`config.mk`:
```
export PLATFORM = sky130hd
export DESIGN_NAME = cfg_mem_tap
export DESIGN_NICKNAME = d
export VERILOG_FILES = /design/src/rtl/tap_pkg.sv /design/src/rtl/tap_fsm.sv /design/src/rtl/tap_ir.sv /design/src/rtl/tap_dr.sv /design/src/rtl/cfg_mem_tap.sv
export SDC_FILE = /design/constraint.sdc
export NUM_CORES = 1
export LEC_CHECK = 0
export BUFFER_PORTS_ARGS = -buffer_cell sky130_fd_sc_hd__buf_2
export CAP_MARGIN = 20
export CORE_UTILIZATION = 30
export DETAILED_ROUTE_END_ITERATION = 7
export SLEW_MARGIN = 20
export SYNTH_ARGS = -nofsm -noshare
export SYNTH_HDL_FRONTEND = slang
export SYNTH_SLANG_ARGS = --single-unit
```
`constraint.sdc`:
```
create_clock -name tck -period 2.5 [get_ports tck]
set_clock_uncertainty 0.15 [all_clocks]
set_input_delay 0.75 -clock tck [delete_from_list [all_inputs] [get_ports tck]]
set_output_delay 0.75 -clock tck [all_outputs]
set_load 0.03 [all_outputs]
```
`src/rtl/tap_pkg.sv`:
```
package tap_pkg;

   localparam int IR_W = 8;
   localparam int WORD_W = 32;

   typedef enum logic [3:0] {
      ST_RESET, ST_IDLE,
      ST_SEL_DR, ST_CAP_DR, ST_SH_DR, ST_EX1_DR, ST_PAU_DR, ST_EX2_DR, ST_UPD_DR,
      ST_SEL_IR, ST_CAP_IR, ST_SH_IR, ST_EX1_IR, ST_PAU_IR, ST_EX2_IR, ST_UPD_IR
   } tap_state_t;

   typedef enum logic [1:0] {
      DR_BYPASS, DR_IDENT, DR_USER, DR_CHAIN
   } dr_sel_t;

   localparam logic [IR_W-1:0] OP_EXTEST   = 8'h00;
   localparam logic [IR_W-1:0] OP_SAMPLE   = 8'h01;
   localparam logic [IR_W-1:0] OP_CLAMP    = 8'hFA;
   localparam logic [IR_W-1:0] OP_HIGHZ    = 8'hFC;
   localparam logic [IR_W-1:0] OP_USERCODE = 8'hFD;
   localparam logic [IR_W-1:0] OP_IDCODE   = 8'hFE;
   localparam logic [IR_W-1:0] OP_BYPASS   = 8'hFF;
   localparam logic [IR_W-1:0] OP_CONFIG   = 8'hEE;

   function automatic tap_state_t tap_next(input tap_state_t s, input logic m);
      case (s)
         ST_RESET:  return m ? ST_RESET  : ST_IDLE;
         ST_IDLE:   return m ? ST_SEL_DR : ST_IDLE;
         ST_SEL_DR: return m ? ST_SEL_IR : ST_CAP_DR;
         ST_CAP_DR: return m ? ST_EX1_DR : ST_SH_DR;
         ST_SH_DR:  return m ? ST_EX1_DR : ST_SH_DR;
         ST_EX1_DR: return m ? ST_UPD_DR : ST_PAU_DR;
         ST_PAU_DR: return m ? ST_EX2_DR : ST_PAU_DR;
         ST_EX2_DR: return m ? ST_UPD_DR : ST_SH_DR;
         ST_UPD_DR: return m ? ST_SEL_DR : ST_IDLE;
         ST_SEL_IR: return m ? ST_RESET  : ST_CAP_IR;
         ST_CAP_IR: return m ? ST_EX1_IR : ST_SH_IR;
         ST_SH_IR:  return m ? ST_EX1_IR : ST_SH_IR;
         ST_EX1_IR: return m ? ST_UPD_IR : ST_PAU_IR;
         ST_PAU_IR: return m ? ST_EX2_IR : ST_PAU_IR;
         ST_EX2_IR: return m ? ST_UPD_IR : ST_SH_IR;
         default:   return m ? ST_SEL_DR : ST_IDLE;
      endcase
   endfunction

endpackage

```
`src/rtl/tap_fsm.sv`:
```
module tap_fsm
   import tap_pkg::*;
(
   input  logic       tck,
   input  logic       trst_n,
   input  logic       tms,
   output tap_state_t state
);

   always_ff @(posedge tck or negedge trst_n) begin
      if (!trst_n) state <= ST_RESET;
      else         state <= tap_next(state, tms);
   end


   hold_reset_chk: assert property (@(posedge tck) disable iff (!trst_n)
      (state == ST_RESET && tms) |=> (state == ST_RESET));


   shift_dr_entry_chk: assert property (@(posedge tck) disable iff (!trst_n)
      (state == ST_SH_DR) |-> ($past(state) == ST_CAP_DR || $past(state) == ST_SH_DR ||
                               $past(state) == ST_EX2_DR));

endmodule

```
`src/rtl/tap_ir.sv`:
```
module tap_ir
   import tap_pkg::*;
(
   input  logic            tck,
   input  logic            trst_n,
   input  tap_state_t      state,
   input  logic            tdi,
   input  logic            isp_active,
   input  logic            secure_set,
   output logic [IR_W-1:0] ir_shift,
   output logic [IR_W-1:0] ir
);

   logic [IR_W-1:0] cap_pat;

   initial begin : ir_width_chk
      assert (IR_W == 8) else $error("instruction register must be 8 bits");
   end

   assign cap_pat = {3'b000, isp_active, secure_set, 1'b0, 2'b01};

   always_ff @(posedge tck or negedge trst_n) begin
      if (!trst_n) begin
         ir_shift <= '0;
      end else begin
         case (state)
            ST_CAP_IR: ir_shift <= cap_pat;
            ST_SH_IR:  ir_shift <= {tdi, ir_shift[IR_W-1:1]};
            default:   ir_shift <= ir_shift;
         endcase
      end
   end

   always_ff @(posedge tck or negedge trst_n) begin
      if (!trst_n)                 ir <= OP_IDCODE;
      else if (state == ST_RESET)  ir <= OP_IDCODE;
      else if (state == ST_UPD_IR) ir <= ir_shift;
   end


   reset_ident_chk: assert property (@(posedge tck) disable iff (!trst_n)
      (state == ST_RESET) |=> (ir == OP_IDCODE));


   ir_hold_chk: assert property (@(posedge tck) disable iff (!trst_n)
      (state != ST_UPD_IR && state != ST_RESET) |=> $stable(ir));

endmodule

```
`src/rtl/tap_dr.sv`:
```
module tap_dr
   import tap_pkg::*;
#(
   parameter int              N_OUT   = 4,
   parameter int              N_IN    = 3,
   parameter logic [3:0]      VERSION = 4'h0,
   parameter logic [7:0]      FAMILY  = 8'h00,
   parameter logic [7:0]      PRODUCT = 8'h00,
   parameter logic [10:0]     COMPANY = 11'h000,
   localparam int             CHAIN_W = 2 * N_OUT + N_IN
)(
   input  logic               tck,
   input  logic               trst_n,
   input  tap_state_t         state,
   input  dr_sel_t            sel,
   input  logic               tdi,
   input  logic               user_code_vld,
   input  logic [WORD_W-1:0]  user_code,
   input  logic [N_OUT-1:0]   obs_out,
   input  logic [N_OUT-1:0]   obs_oe,
   input  logic [N_IN-1:0]    obs_in,
   output logic               dr_lsb,
   output logic [CHAIN_W-1:0] chain_upd
);

   localparam logic [WORD_W-1:0] ID_WORD = {VERSION, FAMILY, PRODUCT, COMPANY, 1'b1};

   logic                bypass_q;
   logic [WORD_W-1:0]   word_sr;
   logic [WORD_W-1:0]   word_cap;
   logic [CHAIN_W-1:0]  chain_sr;
   logic [CHAIN_W-1:0]  chain_cap;

   initial begin : dr_param_chk
      assert (N_OUT >= 1 && N_IN >= 1) else $error("chain needs at least one pin of each kind");
      assert (CHAIN_W <= 256) else $error("boundary chain too long");
   end

   for (genvar j = 0; j < N_OUT; j++) begin : g_out_cell
      assign chain_cap[2*j]   = obs_oe[j];
      assign chain_cap[2*j+1] = obs_out[j];
   end
   for (genvar k = 0; k < N_IN; k++) begin : g_in_cell
      assign chain_cap[2*N_OUT+k] = obs_in[k];
   end

   assign word_cap = (sel == DR_IDENT) ? ID_WORD :
                     (user_code_vld ? user_code : '1);

   always_ff @(posedge tck or negedge trst_n) begin
      if (!trst_n) begin
         bypass_q <= 1'b0;
         word_sr  <= '0;
         chain_sr <= '0;
      end else begin
         case (sel)
            DR_BYPASS: begin
               if (state == ST_CAP_DR)     bypass_q <= 1'b0;
               else if (state == ST_SH_DR) bypass_q <= tdi;
            end
            DR_IDENT, DR_USER: begin
               if (state == ST_CAP_DR)     word_sr <= word_cap;
               else if (state == ST_SH_DR) word_sr <= {tdi, word_sr[WORD_W-1:1]};
            end
            default: begin
               if (state == ST_CAP_DR)     chain_sr <= chain_cap;
               else if (state == ST_SH_DR) chain_sr <= {tdi, chain_sr[CHAIN_W-1:1]};
            end
         endcase
      end
   end

   always_ff @(posedge tck or negedge trst_n) begin
      if (!trst_n)                                     chain_upd <= '0;
      else if (state == ST_UPD_DR && sel == DR_CHAIN)  chain_upd <= chain_sr;
   end

   always_comb begin
      case (sel)
         DR_BYPASS:        dr_lsb = bypass_q;
         DR_IDENT, DR_USER: dr_lsb = word_sr[0];
         default:          dr_lsb = chain_sr[0];
      endcase
   end


   bypass_zero_chk: assert property (@(posedge tck) disable iff (!trst_n)
      (state == ST_CAP_DR && sel == DR_BYPASS) |=> (bypass_q == 1'b0));


   upd_stable_chk: assert property (@(posedge tck) disable iff (!trst_n)
      (state != ST_UPD_DR) |=> $stable(chain_upd));

endmodule

```
`src/rtl/cfg_mem_tap.sv`:
```
module cfg_mem_tap
   import tap_pkg::*;
#(
   parameter int          N_OUT        = 4,
   parameter int          N_IN         = 3,
   parameter int          PULSE_CYCLES = 8,
   parameter logic [3:0]  VERSION      = 4'h0,
   parameter logic [7:0]  FAMILY       = 8'h5A,
   parameter logic [7:0]  PRODUCT      = 8'h17,
   parameter logic [10:0] COMPANY      = 11'h24C
)(
   input  logic              tck,
   input  logic              trst_n,
   input  logic              tms,
   input  logic              tdi,
   input  logic              isp_active,
   input  logic              secure_set,
   input  logic              user_code_vld,
   input  logic [31:0]       user_code,
   input  logic [N_OUT-1:0]  core_out,
   input  logic [N_OUT-1:0]  core_oe,
   input  logic [N_IN-1:0]   pad_in,
   output logic [N_OUT-1:0]  pad_out,
   output logic [N_OUT-1:0]  pad_oe,
   output logic              tdo,
   output logic              tdo_oe,
   output logic              cfg_req_n
);

   localparam int CHAIN_W = 2 * N_OUT + N_IN;
   localparam int CNT_W   = $clog2(PULSE_CYCLES + 1);
   localparam int RUN_W   = CNT_W + 1;

   tap_state_t         state;
   logic [IR_W-1:0]    ir_shift;
   logic [IR_W-1:0]    ir;
   dr_sel_t            sel;
   logic               dr_lsb;
   logic [CHAIN_W-1:0] chain_upd;
   logic [CNT_W-1:0]   pulse_cnt;
   logic               tdo_q;
   logic               tdo_oe_q;
   logic               drive_from_chain;
   logic               float_all;

   initial begin : top_param_chk
      assert (PULSE_CYCLES >= 1) else $error("configure pulse must last at least one cycle");
   end

   tap_fsm i_fsm (
      .tck    (tck),
      .trst_n (trst_n),
      .tms    (tms),
      .state  (state)
   );

   tap_ir i_ir (
      .tck        (tck),
      .trst_n     (trst_n),
      .state      (state),
      .tdi        (tdi),
      .isp_active (isp_active),
      .secure_set (secure_set),
      .ir_shift   (ir_shift),
      .ir         (ir)
   );

   always_comb begin
      case (ir)
         OP_EXTEST, OP_SAMPLE: sel = DR_CHAIN;
         OP_IDCODE:            sel = DR_IDENT;
         OP_USERCODE:          sel = DR_USER;
         default:              sel = DR_BYPASS;
      endcase
   end

   assign drive_from_chain = (ir == OP_EXTEST) || (ir == OP_CLAMP);
   assign float_all        = (ir == OP_HIGHZ);

   for (genvar j = 0; j < N_OUT; j++) begin : g_pad
      assign pad_out[j] = drive_from_chain ? chain_upd[2*j+1] : core_out[j];
      assign pad_oe[j]  = float_all ? 1'b0 :
                          (drive_from_chain ? chain_upd[2*j] : core_oe[j]);
   end

   tap_dr #(
      .N_OUT   (N_OUT),
      .N_IN    (N_IN),
      .VERSION (VERSION),
      .FAMILY  (FAMILY),
      .PRODUCT (PRODUCT),
      .COMPANY (COMPANY)
   ) i_dr (
      .tck           (tck),
      .trst_n        (trst_n),
      .state         (state),
      .sel           (sel),
      .tdi           (tdi),
      .user_code_vld (user_code_vld),
      .user_code     (user_code),
      .obs_out       (pad_out),
      .obs_oe        (pad_oe),
      .obs_in        (pad_in),
      .dr_lsb        (dr_lsb),
      .chain_upd     (chain_upd)
   );

   always_ff @(posedge tck or negedge trst_n) begin
      if (!trst_n)
         pulse_cnt <= '0;
      else if (state == ST_UPD_IR && ir_shift == OP_CONFIG)
         pulse_cnt <= CNT_W'(PULSE_CYCLES);
      else if (pulse_cnt != '0)
         pulse_cnt <= pulse_cnt - 1'b1;
   end

   assign cfg_req_n = (pulse_cnt == '0);

   always_ff @(negedge tck or negedge trst_n) begin
      if (!trst_n) begin
         tdo_q    <= 1'b0;
         tdo_oe_q <= 1'b0;
      end else begin
         tdo_oe_q <= (state == ST_SH_IR) || (state == ST_SH_DR);
         tdo_q    <= (state == ST_SH_IR) ? ir_shift[0] : dr_lsb;
      end
   end

   assign tdo    = tdo_q;
   assign tdo_oe = tdo_oe_q;

   logic [RUN_W-1:0] low_run;
   always_ff @(posedge tck or negedge trst_n) begin
      if (!trst_n)        low_run <= '0;
      else if (cfg_req_n) low_run <= '0;
      else                low_run <= low_run + 1'b1;
   end


   tdo_enable_chk: assert property (@(posedge tck) disable iff (!trst_n)
      tdo_oe |-> (state == ST_SH_IR || state == ST_SH_DR));


   pulse_start_chk: assert property (@(posedge tck) disable iff (!trst_n)
      $fell(cfg_req_n) |-> ($past(state) == ST_UPD_IR));


   pulse_len_chk: assert property (@(posedge tck) disable iff (!trst_n)
      low_run <= RUN_W'(PULSE_CYCLES));

endmodule

```
=== Word-level counts from Yosys, hierarchy flattened ===
Index checks and enable logic that the tools add are counted.

* Bits in registers: 78
* Input bits: 50
* Output and inout bits: 11
* Logic and storage cells: 97

* Add/sub/neg operators: 1
* Equal/unequal tests: 23
* Muxes and demuxes: 41
* Bitwise operators: 1
* Reductions and logical operators: 21

{| class="wikitable"
|+ Operators by type and width
! kind !! count
|-
| $mux 32 || 4
|-
| $pmux 4 s11 || 1
|-
| $eq 8x8->1 const B || 5
|-
| $eq 4x4->1 const B || 8
|-
| $mux 4 || 6
|-
| $mux 11 || 2
|-
| $mux 1 || 18
|-
| $eq 4x3->1 const B || 4
|-
| $mux 8 || 2
|-
| $pmux 8 s2 || 1
|-
| $eq 4x2->1 const B || 2
|-
| $eq 8x1->1 const B || 1
|-
| $logic_not 4->1 || 2
|-
| $logic_not 8->1 || 1
|-
| $reduce_bool 2->1 || 4
|-
| $reduce_or 2->1 || 4
|-
| $mux 2 || 3
|-
| $mux 3 || 2
|-
| $pmux 2 s3 || 1
|-
| $reduce_and 2->1 || 3
|-
| $eq 2x2->1 const B || 2
|-
| $reduce_bool 4->1 || 1
|-
| $sub 4x1->4 const B || 1
|-
| $reduce_or 3->1 || 1
|-
| 6 further kinds || 8
|}

=== Longest topological paths before layout ===
* Depth in word-level cells: 7
* Gate-level depth with buffers: 10
* Depth with buffers taken out: 9

=== By module ===
Synthesis repeated with hierarchy kept, for this count alone.

* Cells, all modules: 459
* Area total of the unflattened synthesis: 4299.1 sq um

{| class="wikitable"
|+ By module, submodules not included
! module !! times used !! cells an instance !! area an instance (sq um) !! sequential area each (sq um)
|-
| tap_dr || 1 || 289 || 2725.1 || 1376.3
|-
| tap_ir || 1 || 72 || 743.2 || 409.1
|-
| cfg_mem_tap || 1 || 61 || 530.5 || 150.1
|-
| tap_fsm || 1 || 37 || 300.3 || 100.1
|}

==> flow_summary.ini <==
[critical_path]
crit_required_ns = 1.30
cp.arrival_ns = 2.34
path_max_fanout = 2
slowest_delay_ns = 0.55
critPathLaunchType = flop
critical_path_class = reg -> reg
path_cells = or4_4 > nor4_4 > a31oi_2 > ha_1 > inv_2 > a22oi_2 > nor2_1 > a21oi_1 > o21ai_1
cp_top_family = simple AND/OR/NAND/NOR gates
critical_path.n_buffers_inverters = 1
timing.critical_path.to_type = flop
cp_slowest_cell = sky130_fd_sc_hd__or4_4

[drt]
antenna_violating_nets_post_route = 0
vias_per_cell = 5.05
route.detailed.wl_per_inst_um = 15.2
drt_drc_violations_left = 0
drt_first_iter_violations = 266
drt_pass1_iterations = 4
wl_um = 11400
vias = 3812

[final_layout]
num_antenna_cells = 0
final_net_count = 629
final_area_mm2 = 0.00591
syn_to_final_growth_pct = 44.5
post_route_cells_drive_above_1_share_pct = 38.2
number_of_non_filler_instances_in_the_completed_layout = 755

[placed_design]
dpl-instance-area_mm2 = 0.00504
io_buffers = 60
post-dp-hpwl_um = 7290
place.detailed.instances = 721
place_congestion = 0.795

[global_routing]
top_usage_layer = met2
grt_start_max_net_pins = 57
grt.met3_usage_pct = 4.39
via_count_of_the_first_global_routing_pass = 3703
overflow = 0
globalRouteMet2Util_pct = 26.2
grt_met1_usage_pct = 20.3
number_of_antenna_violations_at_the_first_check_in_global_routing = 0
wire_length_of_the_first_global_routing_pass_um = 17800
grtUsageTotal_pct = 16.0

[cts]
cts_tree = done
cts_max_path_buffers = 2
cts.sink_count = 78
ctsRootBufferMaster = sky130_fd_sc_hd__clkbuf_16
cts-buffers-inserted = 9
clk_latency_ns = 0.35
clkTransAtPathRegs_ns = 0.06
htree_num_levels = 3

[sta]
grt_setup_unrepaired = true
setup_slack_ns = -1.05
final-setup-viol-count = 26
final_max_slew_viol_count = 0
timing_worst_slew_pin_value_ns = 0.729
final-hold-violation-count = 0
slew-limit-headroom_pct = 51.4

[synthesis]
syn_inst = 459
synth.avg_cell_area_um2 = 8.91
synth_sequential_area_ratio_pct = 47.9
top_cell_type_s_share_of_synthesized_area_pct = 42.2
syn-cell-area_mm2 = 0.00409
synth_enable_flop_cells = 0
yosysUniqueCellTypes = 43
ys_async_sr_fraction_pct = 100
synth_area_leader_cell = sky130_fd_sc_hd__dfrtp_1
commonest_register_cell_after_synthesis = sky130_fd_sc_hd__dfrtp_1
syn_nets = 514
ys_seq_elements = 78
post_synth_main_area_contributors = sky130_fd_sc_hd__dfrtp_1 (42%), sky130_fd_sc_hd__nand2_1 (6.1%), sky130_fd_sc_hd__o21ai_0 (5.0%), sky130_fd_sc_hd__dfstp_2 (4.5%), sky130_fd_sc_hd__nor3_1 (4.4%)
yosys_warnings = 0

[run]
max_cap_violations = 0

[pwr]
cellPowerDensity_mw_per_mm2 = 1340
peakVddDrop_uv = 732
power.leakage_nw = 2.70

[run_status]
violations = setup timing
status = finished, violations left

[die]
row_count = 42
fp.dieArea_mm2 = 0.0141
dieHeight_um = 119
placeableCoreArea_mm2 = 0.0133
die_width_um = 119
effective_utilization_at_floorplan_pct = 30.8
pin_count = 61

[min_path]
timing.hold.worst.class = in -> async
## per-layer routing
metal  wire length, um  share of wire [%]  up-vias
met3               554                4.8        8
met1              5240                 46     1871
met4               112               0.98        0
met5                 0                  0        -
met2              5540                 48       78
li1                  -                  -     1855
## worst paths after layout
| path | slack, ns | cells after the start | end | from |
|---|---|---|---|---|
| worst max-delay path | -1.05 | 9 | tdo$_DFF_NN0_ | i_ir.ir[3]$_DFFE_PN1P_ |
| worst max register to register | -1.05 | 9 | tdo$_DFF_NN0_ | i_ir.ir[3]$_DFFE_PN1P_ |
| max in group asynchronous | 0.85 | 1 | tdo$_DFF_NN0_ | trst_n |
| worst min-delay path | 0.25 | 2 | i_ir.ir_shift[7]$_DFFE_PN0P_ | trst_n |
| worst min register to register | 0.33 | 2 | i_dr.word_sr[3]$_DFFE_PN0P_ | i_dr.word_sr[3]$_DFFE_PN0P_ |
| min in group tck | 0.33 | 2 | i_dr.word_sr[3]$_DFFE_PN0P_ | i_dr.word_sr[3]$_DFFE_PN0P_ |
## through the flow
stage | TNS [ns] | setup slack (ns) | hold slack (ns) | power (W) | util (%)
2_1_floorplan | -1.74 | -0.964 | 0.296 | 0.00417 | -
3_3_place_gp | -4.60 | -1.03 | 0.312 | 0.00535 | 37.9
3_5_place_dp | -5.54 | -1.09 | 0.316 | 0.00548 | 37.9
4_1_cts | -7.80 | -1.04 | 0.253 | 0.00716 | 41.6
5_1_grt | -11.29 | -1.13 | 0.262 | 0.00847 | 44.4
6_report | -8.22 | -1.05 | 0.255 | 0.00793 | 44.4
## worst reg2reg max path, delay by kind of cell (launching register included)
kind	cells	cell delay [ns]
buffers and inverters	1	0.05
flip-flops	1	0.36
AND/OR/NAND/NOR	3	0.81
AO/OA/AOI/OAI	4	0.48
adder cells (fa/ha/maj)	1	0.33
## layout make-up
type | count | area [um2]
clock inverter | 4 | 77.6
clock buffer | 12 | 256
tap | 176 | 220
fill | 1249 | 7390
inverter | 9 | 33.8
multi-input combinational | 341 | 2280
sequential | 78 | 1960
timing repair buffer | 135 | 1080
## sequential cells by signal, indices dropped and copies added, names as in the netlist
register / count
tdo_oe: 1
i_dr.chain_sr: 11
tdo: 1
i_ir.ir_shift: 8
pulse_cnt: 4
i_fsm.state: 4
i_ir.ir: 8
i_dr.chain_upd: 8
i_dr.bypass_q: 1
i_dr.word_sr: 32
## cell usage after synthesis (all sizes together), types with 3 or more instances
cell    number
a21oi       30
a22oi        9
a31o         5
a31oi        3
a32o         4
buf          3
clkbuf      29
dfrtp       69
dfstp        7
ha           5
inv          9
mux2        14
mux2i        5
nand2       66
nand2b       3
nand3        4
nand4        4
nor2        42
nor2b       26
nor3        37
nor4         3
o21ai       45
o22ai        4
o31ai       13
or3          3
## report_power, final
part	internal (W)	total, W	switching [W]
clock	0.000934	0.00146	0.000530
sequential	0.00175	0.00209	0.000341
combinational	0.00200	0.00437	0.00237
total	0.00469	0.00793	0.00324
## layout by cell type (no fill, tap or decap), drive strengths merged, types with 2 or more instances in the layout
cell / n
a22oi: 9
nand2: 66
a31oi: 3
clkbuf: 16
inv: 10
nand2b: 3
nor4: 3
a31o: 5
o22ai: 4
dfstp: 7
nand3: 4
a32o: 4
mux2i: 5
nor3: 37
nor2: 42
or2: 2
nand4: 4
buf: 131
ha: 5
nand3b: 2
a21oi: 30
bufinv: 2
dfrtn: 2
nor2b: 26
dfrtp: 69
o31ai: 13
mux2: 14
o21ai: 46
or3: 3
## cells by family (layout without fill, tap and decap cells)
logic type / Yosys count / after routing / synth area share [%]
buffers and inverters: 41 / 160 / 3.85
muxes: 19 / 19 / 5.54
AOI/OAI and AO/OA: 118 / 119 / 17.6
DFF: 78 / 78 / 47.9
and+or+nand+nor: 196 / 196 / 23.1
adders and majority gates: 5 / 5 / 1.53
xor gates and xnor gates: 2 / 2 / 0.428
## timing repair
item                       CTS  global route
hold buffers                 0             0
cloned                       0             7
setup endpoints to repair   32            42
setup buffers                5             7
resized for setup           35            47
pin swaps                    2             6
Note: power is estimated with default switching activity, not from simulation.
